### src/rtl/cla_pkg.sv
package cla_pkg;
  localparam int CLA_SLICE_W = 4;
  localparam int CLA_SLICES  = 4;

  typedef struct packed {
    logic gen;
    logic prop;
  } grp_sig_t;
endpackage

### src/rtl/cla_lookahead.sv
// Flat sum-of-products carry lookahead over N generate/propagate pairs.
// carry[k] = OR over j<k of (gen[j] AND prop[j+1..k-1]) OR (c_in AND prop[0..k-1]).
module cla_lookahead #(
  parameter int N = 4
) (
  input  logic [N-1:0] gen,
  input  logic [N-1:0] prop,
  input  logic         c_in,
  output logic [N:0]   carry,
  output logic         grp_gen,
  output logic         grp_prop
);
  always_comb begin
    logic acc;
    logic term;
    carry[0] = c_in;
    for (int k = 1; k <= N; k++) begin
      acc = 1'b0;
      for (int j = 0; j < k; j++) begin
        term = gen[j];
        for (int m = j + 1; m < k; m++) term = term & prop[m];
        acc = acc | term;
      end
      term = c_in;
      for (int m = 0; m < k; m++) term = term & prop[m];
      carry[k] = acc | term;
    end
  end

  // Group terms: generate-only part of the top carry, and the full propagate product.
  always_comb begin
    logic acc;
    logic term;
    acc = 1'b0;
    for (int j = 0; j < N; j++) begin
      term = gen[j];
      for (int m = j + 1; m < N; m++) term = term & prop[m];
      acc = acc | term;
    end
    grp_gen = acc;
  end

  assign grp_prop = &prop;
endmodule

### src/rtl/cla_slice.sv
// One slice: bit-level generate/propagate, internal lookahead, sum bits.
module cla_slice #(
  parameter int W = 4
) (
  input  logic [W-1:0] a,
  input  logic [W-1:0] b,
  input  logic         c_in,
  output logic [W-1:0] sum,
  output logic         c_out,
  output logic         grp_gen,
  output logic         grp_prop
);
  logic [W-1:0] bit_gen;
  logic [W-1:0] bit_prop;
  logic [W:0]   carry;

  assign bit_gen  = a & b;
  assign bit_prop = a | b;

  cla_lookahead #(.N(W)) u_bits (
    .gen      (bit_gen),
    .prop     (bit_prop),
    .c_in     (c_in),
    .carry    (carry),
    .grp_gen  (grp_gen),
    .grp_prop (grp_prop)
  );

  assign sum   = a ^ b ^ carry[W-1:0];
  assign c_out = carry[W];
endmodule

### src/rtl/cla16_adder.sv
module cla16_adder
  import cla_pkg::*;
#(
  parameter int SLICE_W  = CLA_SLICE_W,
  parameter int N_SLICES = CLA_SLICES
) (
  input  logic [SLICE_W*N_SLICES-1:0] a,
  input  logic [SLICE_W*N_SLICES-1:0] b,
  input  logic                        cin,
  output logic [SLICE_W*N_SLICES-1:0] sum,
  output logic                        cout
);
  localparam int W = SLICE_W * N_SLICES;

  grp_sig_t [N_SLICES-1:0] grp;
  logic [N_SLICES-1:0]     grp_gen;
  logic [N_SLICES-1:0]     grp_prop;
  logic [N_SLICES-1:0]     slice_cout;
  logic [N_SLICES:0]       lk_carry;
  logic                    top_gen;
  logic                    top_prop;

  for (genvar s = 0; s < N_SLICES; s++) begin : g_slice
    cla_slice #(.W(SLICE_W)) u_slice (
      .a        (a[s*SLICE_W +: SLICE_W]),
      .b        (b[s*SLICE_W +: SLICE_W]),
      .c_in     (lk_carry[s]),
      .sum      (sum[s*SLICE_W +: SLICE_W]),
      .c_out    (slice_cout[s]),
      .grp_gen  (grp[s].gen),
      .grp_prop (grp[s].prop)
    );
    assign grp_gen[s]  = grp[s].gen;
    assign grp_prop[s] = grp[s].prop;
  end

  cla_lookahead #(.N(N_SLICES)) u_groups (
    .gen      (grp_gen),
    .prop     (grp_prop),
    .c_in     (cin),
    .carry    (lk_carry),
    .grp_gen  (top_gen),
    .grp_prop (top_prop)
  );

  assign cout = lk_carry[N_SLICES];
endmodule

### config.mk
export PLATFORM = sky130hd
export DESIGN_NAME = cla16_adder
export DESIGN_NICKNAME = d
export VERILOG_FILES = /design/src/rtl/cla_pkg.sv /design/src/rtl/cla_lookahead.sv /design/src/rtl/cla_slice.sv /design/src/rtl/cla16_adder.sv
export SDC_FILE = /design/constraint.sdc
export NUM_CORES = 1
export LEC_CHECK = 0
export ABC_AREA = 1
export CORE_MARGIN = 2
export CORE_UTILIZATION = 44
export DETAILED_ROUTE_END_ITERATION = 16
export PLACE_DENSITY = 0.85
export REMOVE_ABC_BUFFERS = 1
export SYNTH_ARGS = -nofsm -noshare
export SYNTH_HDL_FRONTEND = slang
export SYNTH_SLANG_ARGS = --single-unit
export TNS_END_PERCENT = 1
### constraint.sdc
create_clock -name vclk -period 2.3
set_clock_uncertainty 0.15 [all_clocks]
set_input_delay 0.46 -clock vclk [all_inputs]
set_output_delay 0.46 -clock vclk [all_outputs]
set_load 0.01 [all_outputs]
After elaboration in Yosys (flattened, before gate mapping)
Index checks and enable logic that the tools add are counted.
{"block": "word_totals", "inputBits": 33, "regBits": 0, "out_inout_bits": 17}
{"block": "op_classes", "reduce_logical": 4, "n_bitwise": 108}
{"operator": "$and A1 B1 Y1", "count": 46}
{"operator": "$or A1 B1 Y1", "count": 46}
{"operator": "$xor A4 B4 Y4", "count": 8}
{"operator": "$and A4 B4 Y4", "count": 4}
{"operator": "$or A4 B4 Y4", "count": 4}
{"operator": "$reduce_and A4 Y1", "count": 4}

Depth between registers and ports, before layout
Gate-level depths: netlist of run 1.
{"block": "logic_depth", "depth_word": 17, "mapped_depth": 15, "ltp_nobuf": 15}

Cells and area by module
Synthesis of run 1 repeated with hierarchy kept, for this count alone.
{"block": "hier_totals", "hier_cells": 270, "hier_area_um2": 1475.2}
{"module": "cla_slice", "seq_area_each_um2": 0.0, "instances": 4, "area_each_um2": 220.2, "cells_per_inst": 40}
{"module": "cla_lookahead", "seq_area_each_um2": 0.0, "instances": 5, "area_each_um2": 118.9, "cells_per_inst": 22}

Least setup slack after synthesis of run 1
No wires, ideal clock.
{"block": "synth_timing", "path_type": "in2out", "from": "in a[5]", "to": "out sum[13]", "path_slack_ns": -0.056, "t_arrival_ns": 1.746, "stages": 11, "t_required_ns": 1.690, "cell_sequence": "inv_1 -> ha_1 -> inv_1 -> nand2_1 -> nand2_1 -> a21oi_1 -> nand2_1 -> nand2_1 -> nand2_2 -> fa_1 -> xor2_1"}
{"block": "synth_via", "elab_chain_cells": 14, "word_cells_on_any_way": 22, "classes_between": "bitwise: 21; reduce/logical: 1"}
{"element": "start, declared", "line": "cla16_adder.sv:7", "source": "input logic [SLICE_W*N_SLICES-1:0] a,"}
{"element": "$or A4 B4 Y4", "line": "cla_slice.sv:18", "source": "assign bit_prop = a | b;"}
{"element": "$and A1 B1 Y1 (3 in series)", "line": "cla_lookahead.sv:37", "source": "for (int m = j + 1; m < N; m++) term = term & prop[m];"}
{"element": "$or A1 B1 Y1", "line": "cla_lookahead.sv:38", "source": "acc = acc | term;"}
{"element": "$or A1 B1 Y1 (2 in series)"}
{"element": "$and A1 B1 Y1", "line": "cla_lookahead.sv:21", "source": "for (int m = j + 1; m < k; m++) term = term & prop[m];"}
{"element": "$or A1 B1 Y1 (2 in series)", "line": "cla_lookahead.sv:22", "source": "acc = acc | term;"}
{"element": "$or A1 B1 Y1 (*)", "line": "cla_lookahead.sv:26", "source": "carry[k] = acc | term;"}
{"element": "$and A1 B1 Y1 (*)"}
{"element": "$or A1 B1 Y1 (*)", "line": "cla_lookahead.sv:26"}
{"element": "$xor A4 B4 Y4 (*)", "line": "cla_slice.sv:29", "source": "assign sum = a ^ b ^ carry[W-1:0];"}
{"element": "end, declared", "line": "cla16_adder.sv:10", "source": "output logic [SLICE_W*N_SLICES-1:0] sum,"}
Every way passes the cells marked *; elsewhere a longest branch is shown, timed or not.

Worst setup path after layout of run 1
{"block": "layout_timing", "from": "in a[5]", "to": "out sum[9]"}
{"block": "layout_via", "elab_chain_cells": 12, "word_cells_on_any_way": 18, "classes_between": "bitwise: 17; reduce/logical: 1"}
{"element": "$or A4 B4 Y4", "line": "cla_slice.sv:18"}
{"element": "$and A1 B1 Y1 (3 in series)", "line": "cla_lookahead.sv:37"}
{"element": "$or A1 B1 Y1", "line": "cla_lookahead.sv:38"}
{"element": "$or A1 B1 Y1 (2 in series)"}
{"element": "$or A1 B1 Y1", "line": "cla_lookahead.sv:22"}
{"element": "$or A1 B1 Y1 (*)", "line": "cla_lookahead.sv:26"}
{"element": "$and A1 B1 Y1 (*)"}
{"element": "$or A1 B1 Y1 (*)", "line": "cla_lookahead.sv:26"}
{"element": "$xor A4 B4 Y4 (*)", "line": "cla_slice.sv:29"}
Marked as above.

==> results of run 1 <==
routing by layer:
metal	share of wire [%]	routed length [um]	track usage (%)
met5	0	0	0
met4	6.1	312	9.40
met3	5.2	267	1.98
met2	54	2750	69.2
met1	35	1790	25.4
cells in the final DEF, fill, tap and decap left out, drive strengths merged:
cell            n
o21bai          2
o21ai           1
or2             1
xnor2           2
a211oi          1
nor3            1
nand2          29
ha             32
xor2            7
nand3          10
fa              4
a21oi           7
nand3b          1
inv            53
nand4           1
nor2            8
dlygate4sd2     3
clkbuf          3
buf            70
clkdlybuf4s50   8
worst paths after layout:
kind / depth (start not counted) / to / slack, ns
min: 5 / sum[1] / 1.21
max: 12 / sum[9] / -0.35
kinds of logic (layout without fill, tap and decap cells):
family          count (synthesis)  in the layout
xor+xnor                        9              9
fa+ha+maj                      36             36
compound gates                 11             11
buf+inv                        53            137
simple gates                   51             51
per-stage QoR:
stage	hold WS [ns]	TNS [ns]	power (W)	instances	worst slack, ns
after floorplan	0.956	-0.0562	0.000196	160	-0.0562
after global placement	1.89	-14.59	0.000419	255	-1.06
after detailed placement	1.91	-15.62	0.000433	255	-1.13
after CTS	1.21	-2.51	0.000473	267	-0.307
after global routing	1.23	-4.06	0.000607	272	-0.400
final	1.21	-3.33	0.000577	272	-0.349
power groups by stage:
stage | Sequential, W | Clock, W | Combinational [W]
CTS | 0 | 0 | 0.000473
detailed placement | 0 | 0 | 0.000433
global placement | 0 | 0 | 0.000419
global route | 0 | 0 | 0.000607
floorplan | 0 | 0 | 0.000196
finish | 0 | 0 | 0.000577
layout make-up:
cell class	count	area [sq um]	area share, %
Inverter	53	221	10.3
Timing Repair Buffer	84	698	32.6
Tap cell	28	35.0	1.64
Multi-Input combinational cell	107	1190	55.4
cells in the mapped netlist:
cell type,number,area (sq um)
inv_1,53,199
ha_1,32,400
nand2_1,27,101
nand3_1,8,40.0
nor2_1,7,26.3
a21oi_1,6,30.0
xor2_1,6,52.6
fa_1,4,80.1
nand2_2,2,12.5
nand3_2,2,20.0
o21bai_1,2,15.0
xnor2_1,2,17.5
a211oi_1,1,7.51
a21oi_2,1,8.76
nand3b_1,1,7.51
nand4_1,1,6.26
nor2_2,1,6.26
nor3_1,1,5.00
o21ai_1,1,5.00
or2_0,1,6.26
xor2_2,1,16.3
timing repair:
item	4_1_cts	5_1_grt
setup endpoints to repair	17	16
hold buffers	0	0
resized for setup	239	47
buffers inserted	12	6
pin swaps	41	33
worst max-delay path, cell delays in order:
cell     delay, ns
buf_6         0.10
inv_2         0.06
ha_4          0.14
inv_1         0.04
nand2_1       0.10
nand2_2       0.09
a21oi_4       0.15
buf_6         0.13
nand3_4       0.09
fa_2          0.35
xor2_1        0.17
buf_2         0.16
==> results.sh, run 1 <==
export IMPL_status="complete, but fails checks"
export IMPL_violations="setup timing"
export IMPL_grt_pass1_wl_um=6240
export IMPL_routed_wl_um=5110
export IMPL_comb_power_share_pct=100.0
export IMPL_drive_gt1_share_pct=61.9
export IMPL_tightest_slew_ns=0.211
export IMPL_globalplace_congestion=0.763
export IMPL_first_pass_iters=4
export IMPL_hp_start="b[1]"
export IMPL_yosys_area_share_simple_pct=21.8
export IMPL_yosysWarnings=0
export IMPL_rows=17
export IMPL_min_period_ns=2.65
export IMPL_via_per_inst=5.16
export IMPL_synth_seq_area_share_pct=0
export IMPL_crit_path_end_kind="output port"
export IMPL_dp_hpwl_um=2360
export IMPL_synthCells=160
export IMPL_grt_usage_pct=30.1
export IMPL_synth_compound_area_share_pct=6.24
export IMPL_grt_max_degree=4
export IMPL_place_area_sq_um=1730
export IMPL_register_area_sq_um=0
export IMPL_wl_per_cell_um=18.8
export IMPL_synthXorXnorAreaFrac_pct=8.12
export IMPL_diodes=0
export IMPL_n_sequential_cell=0
export IMPL_fp_dieArea_sq_um=2830
export IMPL_design_area_sq_um=2140
export IMPL_nNetsFinal=315
export IMPL_setup_viol=13
export IMPL_path_class="primary input to output port"
export IMPL_cp_data_arrival_time_ns=2.04
export IMPL_drv_cap=0
export IMPL_syn_avg_cell_area_sq_um=6.65
export IMPL_fmax_mhz=377
export IMPL_syn_cell_area_sq_um=1060
export IMPL_synth_cell_type_count=21
export IMPL_dieHeight_um=53.2
export IMPL_finalHoldViolCount=0
export IMPL_switchingPower_w=0.000288
export IMPL_swShare_pct=50.0
export IMPL_core_sq_um=2250
export IMPL_crit_fanout=3
export IMPL_io_buffer_count=50
export IMPL_worst_slack_ns=-0.349
export IMPL_grt_ovfl_total=0
export IMPL_ant_nets=0
export IMPL_crit_start="a[5]"
export IMPL_syn_to_final_growth_pct=101
export IMPL_maxSlewViolCount=0
export IMPL_utilization_pct=95.0
export IMPL_final_period_utilization_pct=115
export IMPL_drt_iter0_markers=31
export IMPL_synth_top_family_by_area="adder cells"
export IMPL_leakagePower_nw=1.13
export IMPL_antenna_found_initial=0
export IMPL_required_ns=1.69
export IMPL_clkbuf_count=0
export IMPL_clockPowerShare_pct=0
export IMPL_dieWidth_um=53.2
export IMPL_peakVddDrop_uv=213
export IMPL_routed_via_count=1403
export IMPL_io_pins=50
export IMPL_rsz0062_at_grt="true"
export IMPL_powerDensity_nw_per_um2=270
export IMPL_initial_core_util_pct=47.2
export IMPL_yosys_area_share_adder_pct=45.2
export IMPL_start_kind="primary input"
export IMPL_grt_pass1_vias=1517
export IMPL_hold_path_class="primary input to output port"
export IMPL_internal_power_w=0.000289
export IMPL_relSlewSlack_pct=85.9
export IMPL_synthMuxAreaShare_pct=0
export IMPL_p_seq_share_pct=0
export IMPL_post_route_drc_count=0
export IMPL_nFillCells=69
Note: power is estimated with default switching activity, not from simulation.
==> run 2, diff against run 1 <==
--- a/config.mk
+++ b/config.mk
@@ -6,7 +6,6 @@
 export NUM_CORES = 1
 export LEC_CHECK = 0
 export ABC_AREA = 1
-export CORE_MARGIN = 2
 export CORE_UTILIZATION = 44
 export DETAILED_ROUTE_END_ITERATION = 16
 export PLACE_DENSITY = 0.85
==> run 2 against run 1 <==
Effect of this change:
- the flow still finishes with violations (setup timing)
- routed wire length decreased by 12%
- total power is 9.1% lower
- combinational power down 9.0%
- clock-buffer cell count unchanged
- non-clock buffer count decreased by 9
- global-route usage shrank 2.8 points
- critical path depth rose by 3
- core utilization is 4.8 points lower
- critical path type unchanged
- critical endpoint is now sum[13]
- largest cell class unchanged
- highest routed layer unchanged
==> results.sh, run 2 (same netlist as run 1, synthesis figures left out) <==
export IMPL_status="complete, but fails checks"
export IMPL_violations="setup timing"
export IMPL_critPathTopFamily="simple AND/OR/NAND/NOR gates"
export IMPL_io_pins=50
export IMPL_routed_wl_um=4510
export IMPL_placed_cells_incl_taps=255
export IMPL_drv_cap=0
export IMPL_internal_power_w=0.000258
export IMPL_hold_path_end="sum[5]"
export IMPL_final_period_utilization_pct=118
export IMPL_grt_max_degree=4
export IMPL_slowest_delay_ns=0.35
export IMPL_crit_fanout=2
export IMPL_clockPowerShare_pct=0
export IMPL_crit_path_frequent_cell="nand2_2"
export IMPL_hold_path_class="primary input to output port"
export IMPL_grt_pass1_wl_um=5440
export IMPL_peakVddDrop_uv=206
export IMPL_powerDensity_nw_per_um2=258
export IMPL_hp_start="b[5]"
export IMPL_nFillCells=106
export IMPL_grt_ovfl_total=0
export IMPL_utilization_pct=90.2
export IMPL_required_ns=1.69
export IMPL_min_path_cells=5
export IMPL_total_power_w=0.000525
export IMPL_ant_nets=0
export IMPL_dieWidth_um=51.2
export IMPL_wl_per_cell_um=17.1
export IMPL_via_per_inst=5.12
export IMPL_min_period_ns=2.71
export IMPL_p_seq_share_pct=0
export IMPL_fmax_mhz=370
export IMPL_setup_viol=14
export IMPL_grt_pass1_vias=1318
export IMPL_path_class="primary input to output port"
export IMPL_rsz0062_at_grt="true"
export IMPL_globalplace_congestion=0.784
export IMPL_grt_usage_pct=27.2
export IMPL_final_common_cell="buf_4"
export IMPL_worst_slack_ns=-0.406
export IMPL_io_buffer_count=50
export IMPL_dieHeight_um=51.2
export IMPL_fp_dieArea_sq_um=2620
export IMPL_switchingPower_w=0.000267
export IMPL_clkbuf_count=0
export IMPL_layout_cells_non_filler=263
export IMPL_core_sq_um=2250
export IMPL_mostFrequentLayoutCells="buf_4, inv_1, buf_2"
export IMPL_rows=17
export IMPL_relSlewSlack_pct=83.7
export IMPL_crit_slowest_cell="fa_2"
export IMPL_drt_iter0_markers=46
export IMPL_cp_num_buf_inv=4
export IMPL_dp_hpwl_um=2330
export IMPL_start_kind="primary input"
export IMPL_maxSlewViolCount=0
export IMPL_comb_power_share_pct=100.0
export IMPL_finalSetupTns_ns=-3.37
export IMPL_drive_gt1_share_pct=61.7
export IMPL_first_pass_iters=4
export IMPL_tightest_slew_ns=0.244
export IMPL_antenna_found_initial=0
export IMPL_swShare_pct=50.8
export IMPL_routed_via_count=1346
export IMPL_nNetsFinal=306
export IMPL_diodes=0
export IMPL_syn_to_final_growth_pct=91.2
export IMPL_post_route_drc_count=0
export IMPL_finalHoldViolCount=0
export IMPL_cp_data_arrival_time_ns=2.10
export IMPL_n_sequential_cell=0
export IMPL_crit_path_end_kind="output port"
export IMPL_worstPathCellList="buf_6 -> inv_4 -> ha_4 -> inv_2 -> nand2_2 -> nand2_2 -> nand2_2 -> nand2_2 -> nand2_2 -> nand2_1 -> nand2_1 -> nand2_2 -> fa_2 -> xor2_1 -> buf_2"
export IMPL_register_area_sq_um=0
export IMPL_leakagePower_nw=1.06
export IMPL_initial_core_util_pct=47.2
==> run 2: worst max path at each step <==
| stage | startpoint | to | cells after the start |
|---|---|---|---|
| final | a[1] | sum[13] | 15 |
| after floorplan | a[5] | sum[13] | 11 |
| after global routing | a[1] | sum[13] | 15 |
| after global placement | a[5] | sum[13] | 13 |
| after detailed placement | b[5] | sum[13] | 13 |
| after CTS | b[1] | sum[13] | 15 |
==> run 2: layout make-up <==
type	instances	area [sq um]	area share, %
tap	28	35.0	1.72
multi-input combinational	107	1190	58.3
inverter	53	224	11.0
timing repair buffer	75	588	28.9
==> run 2: what timing repair did <==
| action | 4_1_cts | 5_1_grt |
|---|---|---|
| pin swaps | 41 | 37 |
| buffers inserted | 8 | 0 |
| endpoints found under the setup margin | 17 | 16 |
| cloned | 0 | 0 |
| gates resized for setup | 237 | 51 |
| hold buffers | 0 | 0 |
==> run 2: routing by layer <==
metal	up-vias	global-route usage [%]	part of all wire, %
met1	626	24.0	32
met4	0	9.72	5.3
li1	619	-	-
met5	-	0	0
met2	75	60.7	57
met3	26	1.79	5.6
==> run 2: worst min-delay path, stage by stage <==
cell	delay (ns)
buf_6	0.10
inv_4	0.04
ha_4	0.12
xor2_1	0.05
buf_2	0.13
==> run 2: power by group through the flow <==
stage | Sequential, W | Clock [W] | Combinational [W]
after detailed placement | 0 | 0 | 0.000433
after floorplan | 0 | 0 | 0.000196
after CTS | 0 | 0 | 0.000457
after global placement | 0 | 0 | 0.000419
after global routing | 0 | 0 | 0.000557
final | 0 | 0 | 0.000525
==> run 2: stage by stage <==
| stage | setup WS [ns] | hold WS [ns] | area, sq um |
|---|---|---|---|
| after floorplan | -0.0562 | 0.956 | 1060 |
| after global placement | -1.06 | 1.90 | 1730 |
| after detailed placement | -1.11 | 1.92 | 1730 |
| after CTS | -0.282 | 1.21 | 1920 |
| after global routing | -0.488 | 1.24 | 2030 |
| final | -0.406 | 1.22 | 2030 |
==> run 3, diff against run 2 <==
--- a/config.mk
+++ b/config.mk
@@ -8,7 +8,7 @@
 export ABC_AREA = 1
 export CORE_UTILIZATION = 44
 export DETAILED_ROUTE_END_ITERATION = 16
-export PLACE_DENSITY = 0.85
+export PLACE_DENSITY_LB_ADDON = 0.3
 export REMOVE_ABC_BUFFERS = 1
 export SYNTH_ARGS = -nofsm -noshare
 export SYNTH_HDL_FRONTEND = slang
==> run 3 against run 2 <==
Effect of this change:
- core utilization decreased by 1.0 points
- worst hold slack got worse by 0.0098 ns
- critical endpoint is now sum[12]
- die area did not move
- sequential cell count is the same
- global-route usage is 1.7 points higher
- the run still ends with setup timing left
- cell count unchanged
- combinational power fell by 4.4%
- total power decreased by 4.3%
- critical path depth down 5
- sequential share of layout area did not move
==> results.sh, run 3 (same netlist as run 1, synthesis figures left out) <==
export IMPL_globalplace_congestion=0.696
export IMPL_routed_via_count=1276
export IMPL_worstPathCellList="clkdlybuf4s15_2 -> inv_1 -> ha_1 -> inv_2 -> nand3_2 -> nor3_2 -> nor2_1 -> nand2_2 -> fa_2 -> buf_6"
export IMPL_leakagePower_nw=1.06
export IMPL_required_ns=1.69
export IMPL_routed_wl_um=3650
export IMPL_drive_gt1_share_pct=59.6
export IMPL_drt_iter0_markers=19
export IMPL_path_class="primary input to output port"
export IMPL_final_common_cell="inv_1"
export IMPL_start_kind="primary input"
export IMPL_crit_path_end_kind="output port"
export IMPL_cp_data_arrival_time_ns=2.02
export IMPL_via_per_inst=4.85
export IMPL_worst_slack_ns=-0.329
export IMPL_tightest_slew_ns=0.264
export IMPL_maxSlewViolCount=0
export IMPL_powerDensity_nw_per_um2=250
export IMPL_mostFrequentLayoutCells="inv_1, buf_4, inv_2"
export IMPL_core_sq_um=2250
export IMPL_relSlewSlack_pct=82.3
export IMPL_hp_start="a[1]"
export IMPL_final_period_utilization_pct=114
export IMPL_nNetsFinal=306
export IMPL_slowest_delay_ns=0.45
export IMPL_register_area_sq_um=0
export IMPL_diodes=0
export IMPL_critPathTopFamily="adder cells"
export IMPL_grt_max_degree=4
export IMPL_grt_pass1_wl_um=5830
export IMPL_place_area_sq_um=1700
export IMPL_dp_hpwl_um=2220
export IMPL_fp_dieArea_sq_um=2620
export IMPL_cp_num_buf_inv=4
export IMPL_rows=17
export IMPL_ant_nets=0
export IMPL_initial_core_util_pct=47.2
export IMPL_min_path_cells=5
export IMPL_hold_path_class="primary input to output port"
export IMPL_hold_path_end="sum[1]"
export IMPL_grt_pass1_vias=1354
export IMPL_violations="setup timing"
export IMPL_io_buffer_count=50
export IMPL_first_pass_iters=4
export IMPL_antenna_found_initial=0
export IMPL_status="complete, but fails checks"
export IMPL_fmax_mhz=380
export IMPL_clkbuf_count=0
export IMPL_min_period_ns=2.63
export IMPL_rsz0062_at_grt="true"
export IMPL_setup_viol=13
export IMPL_n_sequential_cell=0
export IMPL_finalHoldViolCount=0
export IMPL_nFillCells=106
export IMPL_grt_usage_pct=28.9
export IMPL_drv_cap=0
export IMPL_syn_to_final_growth_pct=89.1
export IMPL_dieHeight_um=51.2
export IMPL_peakVddDrop_uv=211
export IMPL_crit_fanout=3
export IMPL_post_route_drc_count=0
export IMPL_dieWidth_um=51.2
export IMPL_dpl_worst_slack_ns=-1.13
export IMPL_wl_per_cell_um=13.9
export IMPL_crit_slowest_cell="fa_2"
export IMPL_grt_ovfl_total=0
export IMPL_io_pins=50
export IMPL_design_area_sq_um=2010
==> run 3: metrics by stage <==
stage / total power, W / hold WS, ns / instances / TNS [ns] / utilization, %
floorplan: 0.000196 / 0.956 / 160 / -0.0562 / -
global placement: 0.000414 / 1.90 / 252 / -14.59 / 75.6
detailed placement: 0.000430 / 1.91 / 252 / -15.83 / 75.6
CTS: 0.000470 / 1.21 / 261 / -2.47 / 88.1
global route: 0.000540 / 1.23 / 263 / -4.01 / 89.2
finish: 0.000502 / 1.21 / 263 / -3.15 / 89.2
==> run 3: what timing repair did <==
| item | in CTS | in global routing |
|---|---|---|
| gates resized for setup | 245 | 16 |
| hold buffers | 0 | 0 |
| pin swaps | 45 | 12 |
| setup buffers | 9 | 2 |
| cloned | 0 | 0 |
| setup endpoints to repair | 17 | 16 |
==> run 3: power breakdown <==
part           switching, W  internal [W]  leakage (nW)
sequential                0             0             0
combinational      0.000245      0.000257          1.06
clock                     0             0             0
==> run 3: area by class of cell <==
cell class,count,area [sq um],area share (%)
multi-input cells,107,1170,58.0
repair buffers,75,606,30.1
well taps,28,35.0,1.74
inverters,53,204,10.1
==> run 3: worst max-delay path by stage <==
| stage | depth (start not counted) | slack, ns | start | end |
|---|---|---|---|---|
| 2_1_floorplan | 11 | -0.06 | a[5] | sum[13] |
| 3_3_place_gp | 13 | -1.06 | a[5] | sum[13] |
| 3_5_place_dp | 15 | -1.13 | b[1] | sum[13] |
| 4_1_cts | 15 | -0.29 | b[1] | sum[13] |
| 5_1_grt | 13 | -0.39 | b[3] | sum[13] |
| 6_report | 10 | -0.33 | b[8] | sum[12] |
==> run 3: layer usage <==
layer  wire, um  share of wire [%]  track usage [%]  up-vias
met5          0                  0                0        -
li1           -                  -                -      619
met1       1410                 39             28.2      615
met4         38                1.0             5.09        0
met3        114                3.1             1.49        6
met2       2090                 57             63.8       36
